<file path="config.mk">
export PLATFORM = sky130hd
export DESIGN_NAME = tbase_ctr
export DESIGN_NICKNAME = d
export VERILOG_FILES = /design/src/rtl/tbase_pkg.sv /design/src/rtl/tbase_pin_edge.sv /design/src/rtl/tbase_half_tick.sv /design/src/rtl/tbase_presc.sv /design/src/rtl/tbase_ctr.sv
export SDC_FILE = /design/constraint.sdc
export NUM_CORES = 1
export LEC_CHECK = 0
export BUFFER_PORTS_ARGS = -buffer_cell sky130_fd_sc_hd__buf_4
export CAP_MARGIN = 15
export CORE_ASPECT_RATIO = 1.1
export CORE_UTILIZATION = 40
export CTS_CLUSTER_SIZE = 24
export DETAILED_ROUTE_END_ITERATION = 7
export HOLD_SLACK_MARGIN = 0.06
export PLACE_DENSITY = 0.64
export SYNTH_ARGS = -nofsm -noshare
export SYNTH_HDL_FRONTEND = slang
export SYNTH_SLANG_ARGS = --single-unit
</file>
<file path="constraint.sdc">
create_clock -name clk -period 5.93 [get_ports clk]
set_input_delay 0.8895 -clock clk [delete_from_list [all_inputs] [get_ports clk]]
set_output_delay 0.8895 -clock clk [all_outputs]
set_load 0.005 [all_outputs]
</file>
<file path="src/rtl/tbase_pkg.sv">
package tbase_pkg;
    typedef enum logic [1:0] {
        SRC_PIN  = 2'b00,
        SRC_RSVD = 2'b01,
        SRC_HALF = 2'b10,
        SRC_OFF  = 2'b11
    } src_sel_e;

    localparam int SEL_W     = 2;
    localparam logic ADDR_CTRL = 1'b0;
    localparam logic ADDR_VIEW = 1'b1;
endpackage

</file>
<file path="src/rtl/tbase_pin_edge.sv">
module tbase_pin_edge #(
    parameter int SYNC_STAGES = 2
) (
    input  logic clk,
    input  logic rst_n,
    input  logic pin_async,
    output logic rise_pulse
);
    typedef struct packed {
        logic [SYNC_STAGES-1:0] sync;
        logic                   prev;
    } edge_st_t;

    edge_st_t st_d, st_q;

    always_comb begin
        st_d      = st_q;
        st_d.sync = {st_q.sync[SYNC_STAGES-2:0], pin_async};
        st_d.prev = st_q.sync[SYNC_STAGES-1];
        rise_pulse = st_q.sync[SYNC_STAGES-1] & ~st_q.prev;
    end

    always_ff @(posedge clk) begin
        if (!rst_n) st_q <= '0;
        else        st_q <= st_d;
    end
endmodule

</file>
<file path="src/rtl/tbase_half_tick.sv">
module tbase_half_tick (
    input  logic clk,
    input  logic rst_n,
    output logic half_tick
);
    typedef struct packed {
        logic toggle;
    } half_st_t;

    half_st_t st_d, st_q;

    always_comb begin
        st_d.toggle = ~st_q.toggle;
        half_tick   = st_q.toggle;
    end

    always_ff @(posedge clk) begin
        if (!rst_n) st_q <= '0;
        else        st_q <= st_d;
    end
endmodule

</file>
<file path="src/rtl/tbase_presc.sv">
module tbase_presc #(
    parameter int DIV_W = 8
) (
    input  logic             clk,
    input  logic             rst_n,
    input  logic             tick,
    input  logic             restart,
    input  logic [DIV_W-1:0] restart_val,
    input  logic [DIV_W-1:0] div_val,
    output logic             strobe
);
    typedef struct packed {
        logic [DIV_W-1:0] remain;
    } presc_st_t;

    presc_st_t st_d, st_q;
    logic      at_zero;

    always_comb begin
        st_d    = st_q;
        at_zero = (st_q.remain == '0);
        strobe  = tick & at_zero & ~restart;
        if (restart) begin
            st_d.remain = restart_val;
        end else if (tick) begin
            st_d.remain = at_zero ? div_val : st_q.remain - 1'b1;
        end
    end

    always_ff @(posedge clk) begin
        if (!rst_n) st_q <= '0;
        else        st_q <= st_d;
    end
endmodule

</file>
<file path="src/rtl/tbase_ctr.sv">
module tbase_ctr
    import tbase_pkg::*;
#(
    parameter int CNT_W  = 24,
    parameter int DIV_W  = 8,
    parameter int VIEW_W = 32
) (
    input  logic              clk,
    input  logic              rst_n,
    input  logic              ext_clk_in,
    input  logic              wr_en,
    input  logic              wr_addr,
    input  logic [VIEW_W-1:0] wr_data,
    output logic [VIEW_W-1:0] view_data
);
    localparam int SEL_LSB = DIV_W;

    typedef struct packed {
        src_sel_e         sel;
        logic [DIV_W-1:0] div;
        logic [CNT_W-1:0] count;
    } top_st_t;

    top_st_t st_d, st_q;

    logic             pin_pulse;
    logic             half_tick;
    logic             src_tick;
    logic             restart;
    logic             strobe;
    logic             ctrl_wr;
    src_sel_e         new_sel;
    logic [DIV_W-1:0] new_div;
    logic [1:0]       sel_now;
    logic [CNT_W-1:0] count_now;

    tbase_pin_edge #(.SYNC_STAGES(2)) u_edge (
        .clk        (clk),
        .rst_n      (rst_n),
        .pin_async  (ext_clk_in),
        .rise_pulse (pin_pulse)
    );

    tbase_half_tick u_half (
        .clk       (clk),
        .rst_n     (rst_n),
        .half_tick (half_tick)
    );

    tbase_presc #(.DIV_W(DIV_W)) u_presc (
        .clk         (clk),
        .rst_n       (rst_n),
        .tick        (src_tick),
        .restart     (restart),
        .restart_val (new_div),
        .div_val     (st_q.div),
        .strobe      (strobe)
    );

    always_comb begin
        st_d    = st_q;
        ctrl_wr = wr_en && (wr_addr == ADDR_CTRL);
        new_sel = src_sel_e'(wr_data[SEL_LSB +: SEL_W]);
        new_div = wr_data[DIV_W-1:0];
        restart = ctrl_wr && (new_sel != st_q.sel);

        unique case (st_q.sel)
            SRC_PIN:  src_tick = pin_pulse;
            SRC_HALF: src_tick = half_tick;
            default:  src_tick = 1'b0;
        endcase

        if (ctrl_wr) begin
            st_d.sel = new_sel;
            st_d.div = new_div;
        end
        st_d.count = st_q.count + CNT_W'(strobe);
    end

    always_ff @(posedge clk) begin
        if (!rst_n) begin
            st_q.sel   <= SRC_PIN;
            st_q.div   <= '0;
            st_q.count <= '0;
        end else begin
            st_q <= st_d;
        end
    end

    assign sel_now   = st_q.sel;
    assign count_now = st_q.count;
    assign view_data = VIEW_W'(st_q.count);
endmodule

</file>
==> results of run 1 <==
flip-flops by register name (all words and copies together) (netlist names):
register	flops
u_presc.st_q	8
st_q	8
u_half.half_tick	1
count_now	24
u_edge.st_q	1
sel_now	2
u_edge.st_d	2
cell usage after synthesis (all sizes together):
master / count / area share (%)
nor3: 4 / 1.0
and3: 5 / 1.3
inv: 9 / 1.4
nor4b: 2 / 1.3
a31oi: 5 / 1.3
conb: 1 / 0.15
o211ai: 8 / 2.5
xor2: 9 / 3.2
o21ai: 17 / 3.5
and3b: 1 / 0.36
a31o: 1 / 0.36
a21boi: 16 / 4.9
nor2b: 4 / 1.0
clkbuf: 9 / 1.4
nand2b: 1 / 0.26
and4: 1 / 0.36
nand4: 7 / 2.1
nor4: 2 / 0.51
or4: 4 / 1.4
buf: 33 / 10
a21oi: 1 / 0.21
nand3: 15 / 3.6
o31ai: 2 / 0.62
nand2: 28 / 4.3
nor2: 5 / 0.77
xnor2: 14 / 5.0
and2: 24 / 6.2
or3: 3 / 0.82
ha: 4 / 2.1
dfxtp: 46 / 38
cells by family after synthesis:
family | count (synthesis)
AO/OA/AOI/OAI | 50
XOR/XNOR | 23
adder cells (fa/ha/maj) | 4
buffers and inverters | 51
flip-flops | 46
other | 1
AND/OR/NAND/NOR | 106
area by class of cell:
cell class,count,area [um2],share of cell area [%]
Sequential cell,46,920.9,34.36
Clock inverter,1,30.03,1.120
Multi-Input combinational cell,191,1224,45.66
Inverter,9,33.78,1.261
Tap cell,77,96.34,3.595
Clock buffer,6,82.58,3.081
Timing Repair Buffer,39,292.8,10.92
power groups by stage:
stage | clock [W] | combinational [W] | sequential, W
3_3_place_gp | 0 | 0.0000688 | 0.000335
2_1_floorplan | 0 | 0.0000560 | 0.000333
3_5_place_dp | 0 | 0.0000699 | 0.000335
5_1_grt | 0.000260 | 0.0000789 | 0.000330
4_1_cts | 0.000248 | 0.0000701 | 0.000328
6_report | 0.000240 | 0.0000693 | 0.000328
stage by stage:
| step | area, um2 | setup WS [ns] |
|---|---|---|
| after floorplan | 2464 | 3.014 |
| after global placement | 2567 | 2.184 |
| after detailed placement | 2567 | 2.165 |
| after CTS | 2680 | 2.477 |
| after global routing | 2680 | 2.252 |
| final | 2680 | 2.484 |
metal layers:
layer  share of wire, %  wire length (um)  track usage [%]  up-vias
li1                   -                 -                -      936
met1                 47              2010            17.34      832
met2                 47              2018            23.59       42
met3                4.6               198            3.934        7
met4                1.4                59            6.818        0
met5                  0                 0                0        -
path summary, 6_finish.rpt:
kind,startpoint,to,slack [ns],depth (start not counted)
max,wr_addr,count_now[14]$_SDFF_PN0_,2.48,12
min,u_half.half_tick$_SDFF_PN0_,u_half.half_tick$_SDFF_PN0_,0.45,1
max reg2reg,u_presc.st_q[2]$_SDFFE_PN0P_,count_now[12]$_SDFF_PN0_,2.92,8
min reg2reg,u_half.half_tick$_SDFF_PN0_,u_half.half_tick$_SDFF_PN0_,0.45,1
==> results.cfg, run 1 <==
[run]
cap_violations = 0

[logic_synthesis]
syn_area_mm2 = 0.002437
ys_ff_latch = 46
synth_area_per_cell_um2 = 8.674
synth_compound_area_share_pct = 13.35
ys_warn_count = 0
ys_seq_area_share_pct = 37.78
synthCells = 281
synth_top_family_by_area = simple AND/OR/NAND/NOR gates
synthSimpleGateAreaFrac_pct = 25.31
synth_xor_area_share_pct = 8.265
ys_types = 39
synthAdderAreaFrac_pct = 2.053
muxShareOfSynthArea_pct = 0

[setup_path]
cp_slowest_cell = nor2b_1
path_max_fanout = 17
cp_num_buf_inv = 2
crit_arrival_ns = 3.65
required_ns = 6.13
end_kind = flip-flop
critPathTopFamily = simple AND/OR/NAND/NOR gates
path_class = in -> reg
crit_path_start_kind = input port
crit_chain = buf_4 -> nor2b_1 -> o21ai_1 -> buf_4 -> and2_1 -> nor2b_1 -> ha_1 -> ha_1 -> and3_1 -> and3_1 -> xor2_1 -> and2_1
slowest_delay_ns = 0.66

[clock_network]
insertion_delay_ns = 0.30
path_clk_slew_ns = 0.09
holdBufCountCts = 0
htreeDepth = 2
cts_tree = done
cts_max_path_buffers = 2
post-cts-setup-buffers = 0
cts_resized = 0
cts_buffers = 5
cts_sinks = 46
cts_root_buf = clkbuf_8

[final_layout]
post-route-util_pct = 46.16
instances_no_fill = 369
area_growth_pct = 9.959
layout_commonest_cell = dfxtp_1
diodes = 0
nNetsFinal = 333
most-common-layout-cells = dfxtp_1, buf_4, nand2_1, and2_1
drive_gt1_share_pct = 18.49
fillers = 596

[timing]
final_min_period_over_clock_period_pct = 58.11
grt_setup_unrepaired = no
finClkSkew_ns = 0.007009
finalSetupTns_ns = 0
whs_ns = 0.4478
worstMarginPinSlew_ns = 0.8565
hold_viol_final = 0
post-route-min-period_ns = 3.446
relSlewSlack_pct = 42.78
max_freq_mhz = 290.2
slew_viol_final = 0
setup_viol = 0

[grt]
gr-total-overflow = 0
grt_start_max_net_pins = 47
grt_pass1_wl_mm = 7.383
antenna_found_initial = 0
track_usage_pct = 14.38
grt_pass1_vias = 1654

[floorplan]
fp.dieH_um = 83.87
core_area_mm2 = 0.005806
die-width_um = 76.43
start_util_pct = 41.98
die_area_mm2 = 0.006410
pin_count = 69
rows = 29

[placement]
dp_cells = 362
hpwlAfterDp_mm = 3.002
routabilityCongestion = 0.7741
io_buffers = 38

[route]
dr.first_iter.drc_count = 97
first_pass_iters = 4
vias = 1817
viasPerCell = 4.924
wl_per_cell_um = 11.62
drc = 0
drt_wl_total_mm = 4.286
ant_nets = 0

[power_and_ir_drop]
peakVddDrop_mv = 0.1040
finalPower_w = 0.0006373
power.share.clock_pct = 37.6
cellInternalPower_w = 0.0004843
powerDensity_mw_per_mm2 = 237.8
combPwrFrac_pct = 10.9
p_leak_nw = 1.098
p_sw_share_pct = 24.01
seqPwrFrac_pct = 51.5
power.switching_w = 0.0001530

[run_status]
status = completed

[min_path]
hold_class = reg -> reg
(Power assumes the default switching activity.)
==> run 2: changes to the inputs <==
--- a/config.mk
+++ b/config.mk
@@ -5,6 +5,7 @@
 export SDC_FILE = /design/constraint.sdc
 export NUM_CORES = 1
 export LEC_CHECK = 0
+export ABC_AREA = 1
 export BUFFER_PORTS_ARGS = -buffer_cell sky130_fd_sc_hd__buf_4
 export CAP_MARGIN = 15
 export CORE_ASPECT_RATIO = 1.1
@@ -12,7 +13,7 @@
 export CTS_CLUSTER_SIZE = 24
 export DETAILED_ROUTE_END_ITERATION = 7
 export HOLD_SLACK_MARGIN = 0.06
-export PLACE_DENSITY = 0.64
+export PLACE_DENSITY = 0.66
 export SYNTH_ARGS = -nofsm -noshare
 export SYNTH_HDL_FRONTEND = slang
 export SYNTH_SLANG_ARGS = --single-unit
==> constraint.sdc (replaced) <==
create_clock -name clk -period 3.1 [get_ports clk]
set_input_delay 0.465 -clock clk [delete_from_list [all_inputs] [get_ports clk]]
set_output_delay 0.465 -clock clk [all_outputs]
set_load 0.005 [all_outputs]
==> results.cfg, run 2 <==
[logic_synthesis]
ys_ff_latch = 46
synth_area_per_cell_um2 = 6.634
ys_seq_area_share_pct = 34.36
yosysMostFrequentCell = nand2_1
ys_types = 30
synth_ff_type = dfxtp_1
synth_edf_count = 0
synthTopCellsByCount = nand2_1, nor2_1, inv_1
async_flop_share_pct = 0
synth_area_leaders = dfxtp_1, nand2_1, buf_4, nor2_1, inv_1
synthCells = 404
yosysTopAreaCellShare_pct = 34.36
ys_warn_count = 0
yosys.area.top_type = dfxtp_1
syn_area_mm2 = 0.002680

[setup_path]
required_ns = 3.29
path_class = reg -> reg
end_kind = flip-flop
crit_path_start_kind = flip-flop
crit_arrival_ns = 2.85
path_max_fanout = 5

[grt]
track_usage_pct = 17.89
antenna_found_initial = 0
grt_start_max_net_pins = 25
gr-total-overflow = 0
grt_pass1_wl_mm = 9.880
grt_pass1_vias = 2232

[final_layout]
area_growth_pct = 8.824
drive_gt1_share_pct = 15.24
layout_commonest_cell = nand2_1
nNetsFinal = 461
diodes = 0
most-common-layout-cells = nand2_1, nor2_1, inv_1, dfxtp_1, buf_4
final_cell_area_mm2 = 0.002917
largest_reg_flops = 24

[route]
drt_wl_total_mm = 5.797
dr.first_iter.drc_count = 118
viasPerCell = 4.848
ant_nets = 0
first_pass_iters = 4
drc = 0
vias = 2424
wl_per_cell_um = 11.59

[timing]
setup_viol = 0
grt_setup_unrepaired = no
worstMarginPinSlew_ns = 0.8237
final_min_period_over_clock_period_pct = 85.64
post-route-min-period_ns = 2.655
slew_viol_final = 0
max_freq_mhz = 376.7
relSlewSlack_pct = 45.03
finClkSkew_ns = 0.006656
hold_viol_final = 0
finalSetupTns_ns = 0

[power_and_ir_drop]
powerDensity_mw_per_mm2 = 426.6
p_leak_nw = 1.267
peakVddDrop_mv = 0.1800

[clock_network]
cts_resized = 0
cts_sinks = 46
post-cts-setup-buffers = 0
holdBufCountCts = 0
cts_max_path_buffers = 2
htreeDepth = 2
path_clk_slew_ns = 0.08
cts_buffers = 5
cts_root_buf = clkbuf_8
cts_tree = done
insertion_delay_ns = 0.30

[floorplan]
pin_count = 69
start_util_pct = 42.50
core_area_mm2 = 0.006306
rows = 30
fp.dieH_um = 87.85
die-width_um = 80.05
die_area_mm2 = 0.007032

[placement]
hpwlAfterDp_mm = 4.342
io_buffers = 38
routabilityCongestion = 0.8953
placed_cell_area_mm2 = 0.002840

[min_path]
hold_class = in -> reg

[run_status]
status = completed

[run]
cap_violations = 0
run 2: cell types whose count changed in the layout (fill, tap and decap cells not counted), moves of 16 or more:
cell | previous run | this run
a21boi_0 | 16 | 0
nand2_1 | 28 | 91
and2_1 | 24 | 2
nor2_1 | 5 | 55
a21oi_1 | 1 | 26
inv_1 | 9 | 48
run 2: logic make-up after synthesis:
group | count (synthesis) | share of synthesized area, %
other | 1 | 0.1399
flip-flops | 46 | 34.36
AO/OA/AOI/OAI | 54 | 10.64
AND/OR/NAND/NOR | 207 | 34.78
adder cells (fa/ha/maj) | 4 | 1.867
buffers and inverters | 89 | 17.23
XOR/XNOR | 3 | 0.9806
run 2: final timing paths:
check                                             startpoint  slack [ns]  cells past startpoint                          end
worst min register to register   u_half.half_tick$_SDFF_PN0_        0.42                      1  u_half.half_tick$_SDFF_PN0_
worst max register to register  u_presc.st_q[0]$_SDFFE_PN0P_        0.45                     15     count_now[12]$_SDFF_PN0_
worst max-delay path            u_presc.st_q[0]$_SDFFE_PN0P_        0.45                     15     count_now[12]$_SDFF_PN0_
worst min-delay path                              ext_clk_in        0.34                      3    u_edge.st_d[2]$_SDFF_PN0_
run 2: worst max-delay path, stage by stage, from the launching register on:
cell and delay [ns]:
dfxtp_1 0.34, inv_1 0.06, ha_1 0.17, inv_1 0.06
nor2_1 0.20, nand4_2 0.13, nor3_1 0.29, ha_1 0.22
ha_1 0.22, nand2_1 0.16, nor2_4 0.19, inv_1 0.07
nor2_2 0.15, nand2_1 0.08, o21ai_0 0.15, nor2_1 0.06
run 2: cell type report:
type | count | area [um2]
flip-flops and latches | 46 | 920.9
fillers | 694 | 3390
repair buffers | 41 | 307.8
clock buffers | 7 | 76.32
well taps | 80 | 100.1
multi-input cells | 276 | 1324
inverters | 50 | 187.7
run 2: metal layers:
| metal | wire (um) | share of wire, % | global-route usage (%) | vias up |
|---|---|---|---|---|
| met5 | 0 | 0 | 0 | - |
| met2 | 2854 | 49 | 32.32 | 50 |
| met1 | 2613 | 45 | 20.87 | 1097 |
| met3 | 258 | 4.5 | 3.333 | 5 |
| li1 | - | - | - | 1272 |
| met4 | 71 | 1.2 | 6.818 | 0 |
run 2: power breakdown:
| part | total (W) | leakage (nW) | switching (W) | internal [W] |
|---|---|---|---|---|
| clock | 0.000350 | 0.0383 | 0.000194 | 0.000156 |
| sequential | 0.000637 | 0.374 | 0.0000215 | 0.000616 |
| combinational | 0.000257 | 0.854 | 0.000159 | 0.0000987 |
| total | 0.00124 | 1.27 | 0.000374 | 0.000870 |
run 2: metrics by stage:
stage	util (%)	cells	hold WS, ns	worst slack, ns	total power [W]
finish	46.25	500	0.3422	0.4452	0.001244
CTS	46.25	500	0.3392	0.3943	0.001259
detailed placement	45.04	493	0.4056	0.4117	0.0009078
floorplan	-	411	0.3905	0.7190	0.0008443
global placement	45.04	493	0.3984	0.5033	0.0009008
global route	46.25	500	0.3498	0.05867	0.001337
==> run 3: changes to the inputs <==
--- a/config.mk
+++ b/config.mk
@@ -5,7 +5,6 @@
 export SDC_FILE = /design/constraint.sdc
 export NUM_CORES = 1
 export LEC_CHECK = 0
-export ABC_AREA = 1
 export BUFFER_PORTS_ARGS = -buffer_cell sky130_fd_sc_hd__buf_4
 export CAP_MARGIN = 15
 export CORE_ASPECT_RATIO = 1.1
==> results.cfg, run 3 (synthesis gave the netlist of run 1 again) <==
[floorplan]
rows = 29
fp.dieH_um = 83.87
start_util_pct = 41.98
pin_count = 69
die_area_mm2 = 0.006410
die-width_um = 76.43
core_area_mm2 = 0.005806

[setup_path]
path_class = reg -> reg
path_max_fanout = 5
r2r_slack_ns = 0.42
rr_endpoint = count_now[12]$_SDFF_PN0_
crit_path_start_kind = flip-flop
end_kind = flip-flop
crit_arrival_ns = 2.90
reg2reg_from = sel_now[1]$_SDFFE_PN0P_
r2r_cells = 9
required_ns = 3.33

[route]
drc = 0
first_pass_iters = 4
drt_wl_total_mm = 4.400
ant_nets = 0
wl_per_cell_um = 11.80
vias = 1861
viasPerCell = 4.989
dr.first_iter.drc_count = 65

[clock_network]
htreeDepth = 2
holdBufCountCts = 0
cts_tree = done
cts_root_buf = clkbuf_8
cts_buffers = 5
path_clk_slew_ns = 0.08
cts_max_path_buffers = 2
cts_sinks = 46
insertion_delay_ns = 0.30

[final_layout]
layout_commonest_cell = dfxtp_1
largest_reg_flops = 24
drive_gt1_share_pct = 19.59
area_growth_pct = 10.27
multi_input_area_mm2 = 0.001230
instances_no_fill = 373
most-common-layout-cells = dfxtp_1, buf_4, nand2_1, and2_1
seqCellArea_um2 = 920.9
nNetsFinal = 336
fillers = 569
diodes = 0

[grt]
grt_pass1_wl_mm = 7.714
track_usage_pct = 15.04
grt_start_max_net_pins = 47
antenna_found_initial = 0
grt_pass1_vias = 1727
gr-total-overflow = 0

[timing]
relSlewSlack_pct = 58.18
hold_viol_final = 0
worstMarginPinSlew_ns = 0.6216
final_min_period_over_clock_period_pct = 86.31
grt_setup_unrepaired = no
post-route-min-period_ns = 2.676
whs_ns = 0.3641
finClkSkew_ns = 0.003662
setup_viol = 0
finalSetupTns_ns = 0
slew_viol_final = 0
max_freq_mhz = 373.7

[run_status]
status = completed

[placement]
routabilityCongestion = 0.7693
hpwlAfterDp_mm = 3.093
io_buffers = 38
dp_cells = 365

[min_path]
hold_class = in -> reg
holdPathStages = 2
min_from = ext_clk_in
hold_path_end = u_edge.st_d[2]$_SDFF_PN0_

[power_and_ir_drop]
peakVddDrop_mv = 0.2348
p_leak_nw = 1.106
powerDensity_mw_per_mm2 = 426.3

[run]
cap_violations = 0
run 3: cell count changes in the layout (fill, tap and decap cells not counted), moves of 6 or more:
cell	change
nand2_1	-63
nor2_1	-50
inv_1	-39
a21oi_1	-25
and2_1	+22
a21boi_0	+16
nand3_1	-12
xnor2_1	+12
xor2_1	+8
o211ai_1	+7
o21ai_0	-6
run 3: layout make-up:
cell class | instances | area share (%)
clock buffers | 7 | 3.212
repair buffers | 42 | 11.73
multi-input cells | 191 | 45.76
inverters | 9 | 1.257
clock inverters | 1 | 0.1862
flip-flops and latches | 46 | 34.26
well taps | 77 | 3.585
run 3: through the flow:
step | worst slack, ns | area (um2) | util, % | total power (W)
finish | 0.4242 | 2688 | 46.29 | 0.001146
global route | 0.02603 | 2688 | 46.29 | 0.001215
CTS | 0.3365 | 2681 | 46.19 | 0.001162
detailed placement | 0.3197 | 2590 | 44.61 | 0.0007805
global placement | 0.3589 | 2590 | 44.61 | 0.0007795
floorplan | 0.5515 | 2464 | - | 0.0007444
run 3: how the worst max path moves through the flow:
stage	from	to	slack, ns	depth (start not counted)
final	sel_now[1]$_SDFFE_PN0P_	count_now[12]$_SDFF_PN0_	0.42	9
after global routing	u_presc.st_q[2]$_SDFFE_PN0P_	count_now[12]$_SDFF_PN0_	0.03	8
after CTS	sel_now[1]$_SDFFE_PN0P_	count_now[12]$_SDFF_PN0_	0.34	9
after detailed placement	wr_data[8]	count_now[12]$_SDFF_PN0_	0.32	10
after global placement	wr_data[8]	count_now[12]$_SDFF_PN0_	0.36	10
after floorplan	u_presc.st_q[2]$_SDFFE_PN0P_	count_now[20]$_SDFF_PN0_	0.55	11
run 3: repair_timing:
item                       CTS  global route
resized for setup            0             1
setup endpoints to repair    0             1
setup buffers                0             0
run 3: critical path: stages (launching register included):
cell      delay (ns)
dfxtp_1         0.36
nor4b_2         0.31
a31o_2          0.16
and2_1          0.20
nor2b_1         0.24
ha_1            0.23
ha_1            0.23
nand3_1         0.24
or4_1           0.45
a21boi_0        0.18
run 3: layer usage:
layer / vias to the layer above / wire length [um] / global-route usage (%) / part of all wire [%]
met5: - / 0 / 0 / 0
met3: 7 / 190 / 5.027 / 4.3
met1: 864 / 2059 / 17.89 / 47
li1: 947 / - / - / -
met4: 0 / 75 / 4.196 / 1.7
met2: 43 / 2074 / 25.63 / 47
run 3: report_power, final:
| part | internal, W | leakage (nW) | switching [W] | total [W] |
|---|---|---|---|---|
| Combinational | 0.0000639 | 0.684 | 0.0000749 | 0.000139 |
| Sequential | 0.000610 | 0.374 | 0.0000178 | 0.000628 |
| Clock | 0.000180 | 0.0482 | 0.000199 | 0.000379 |
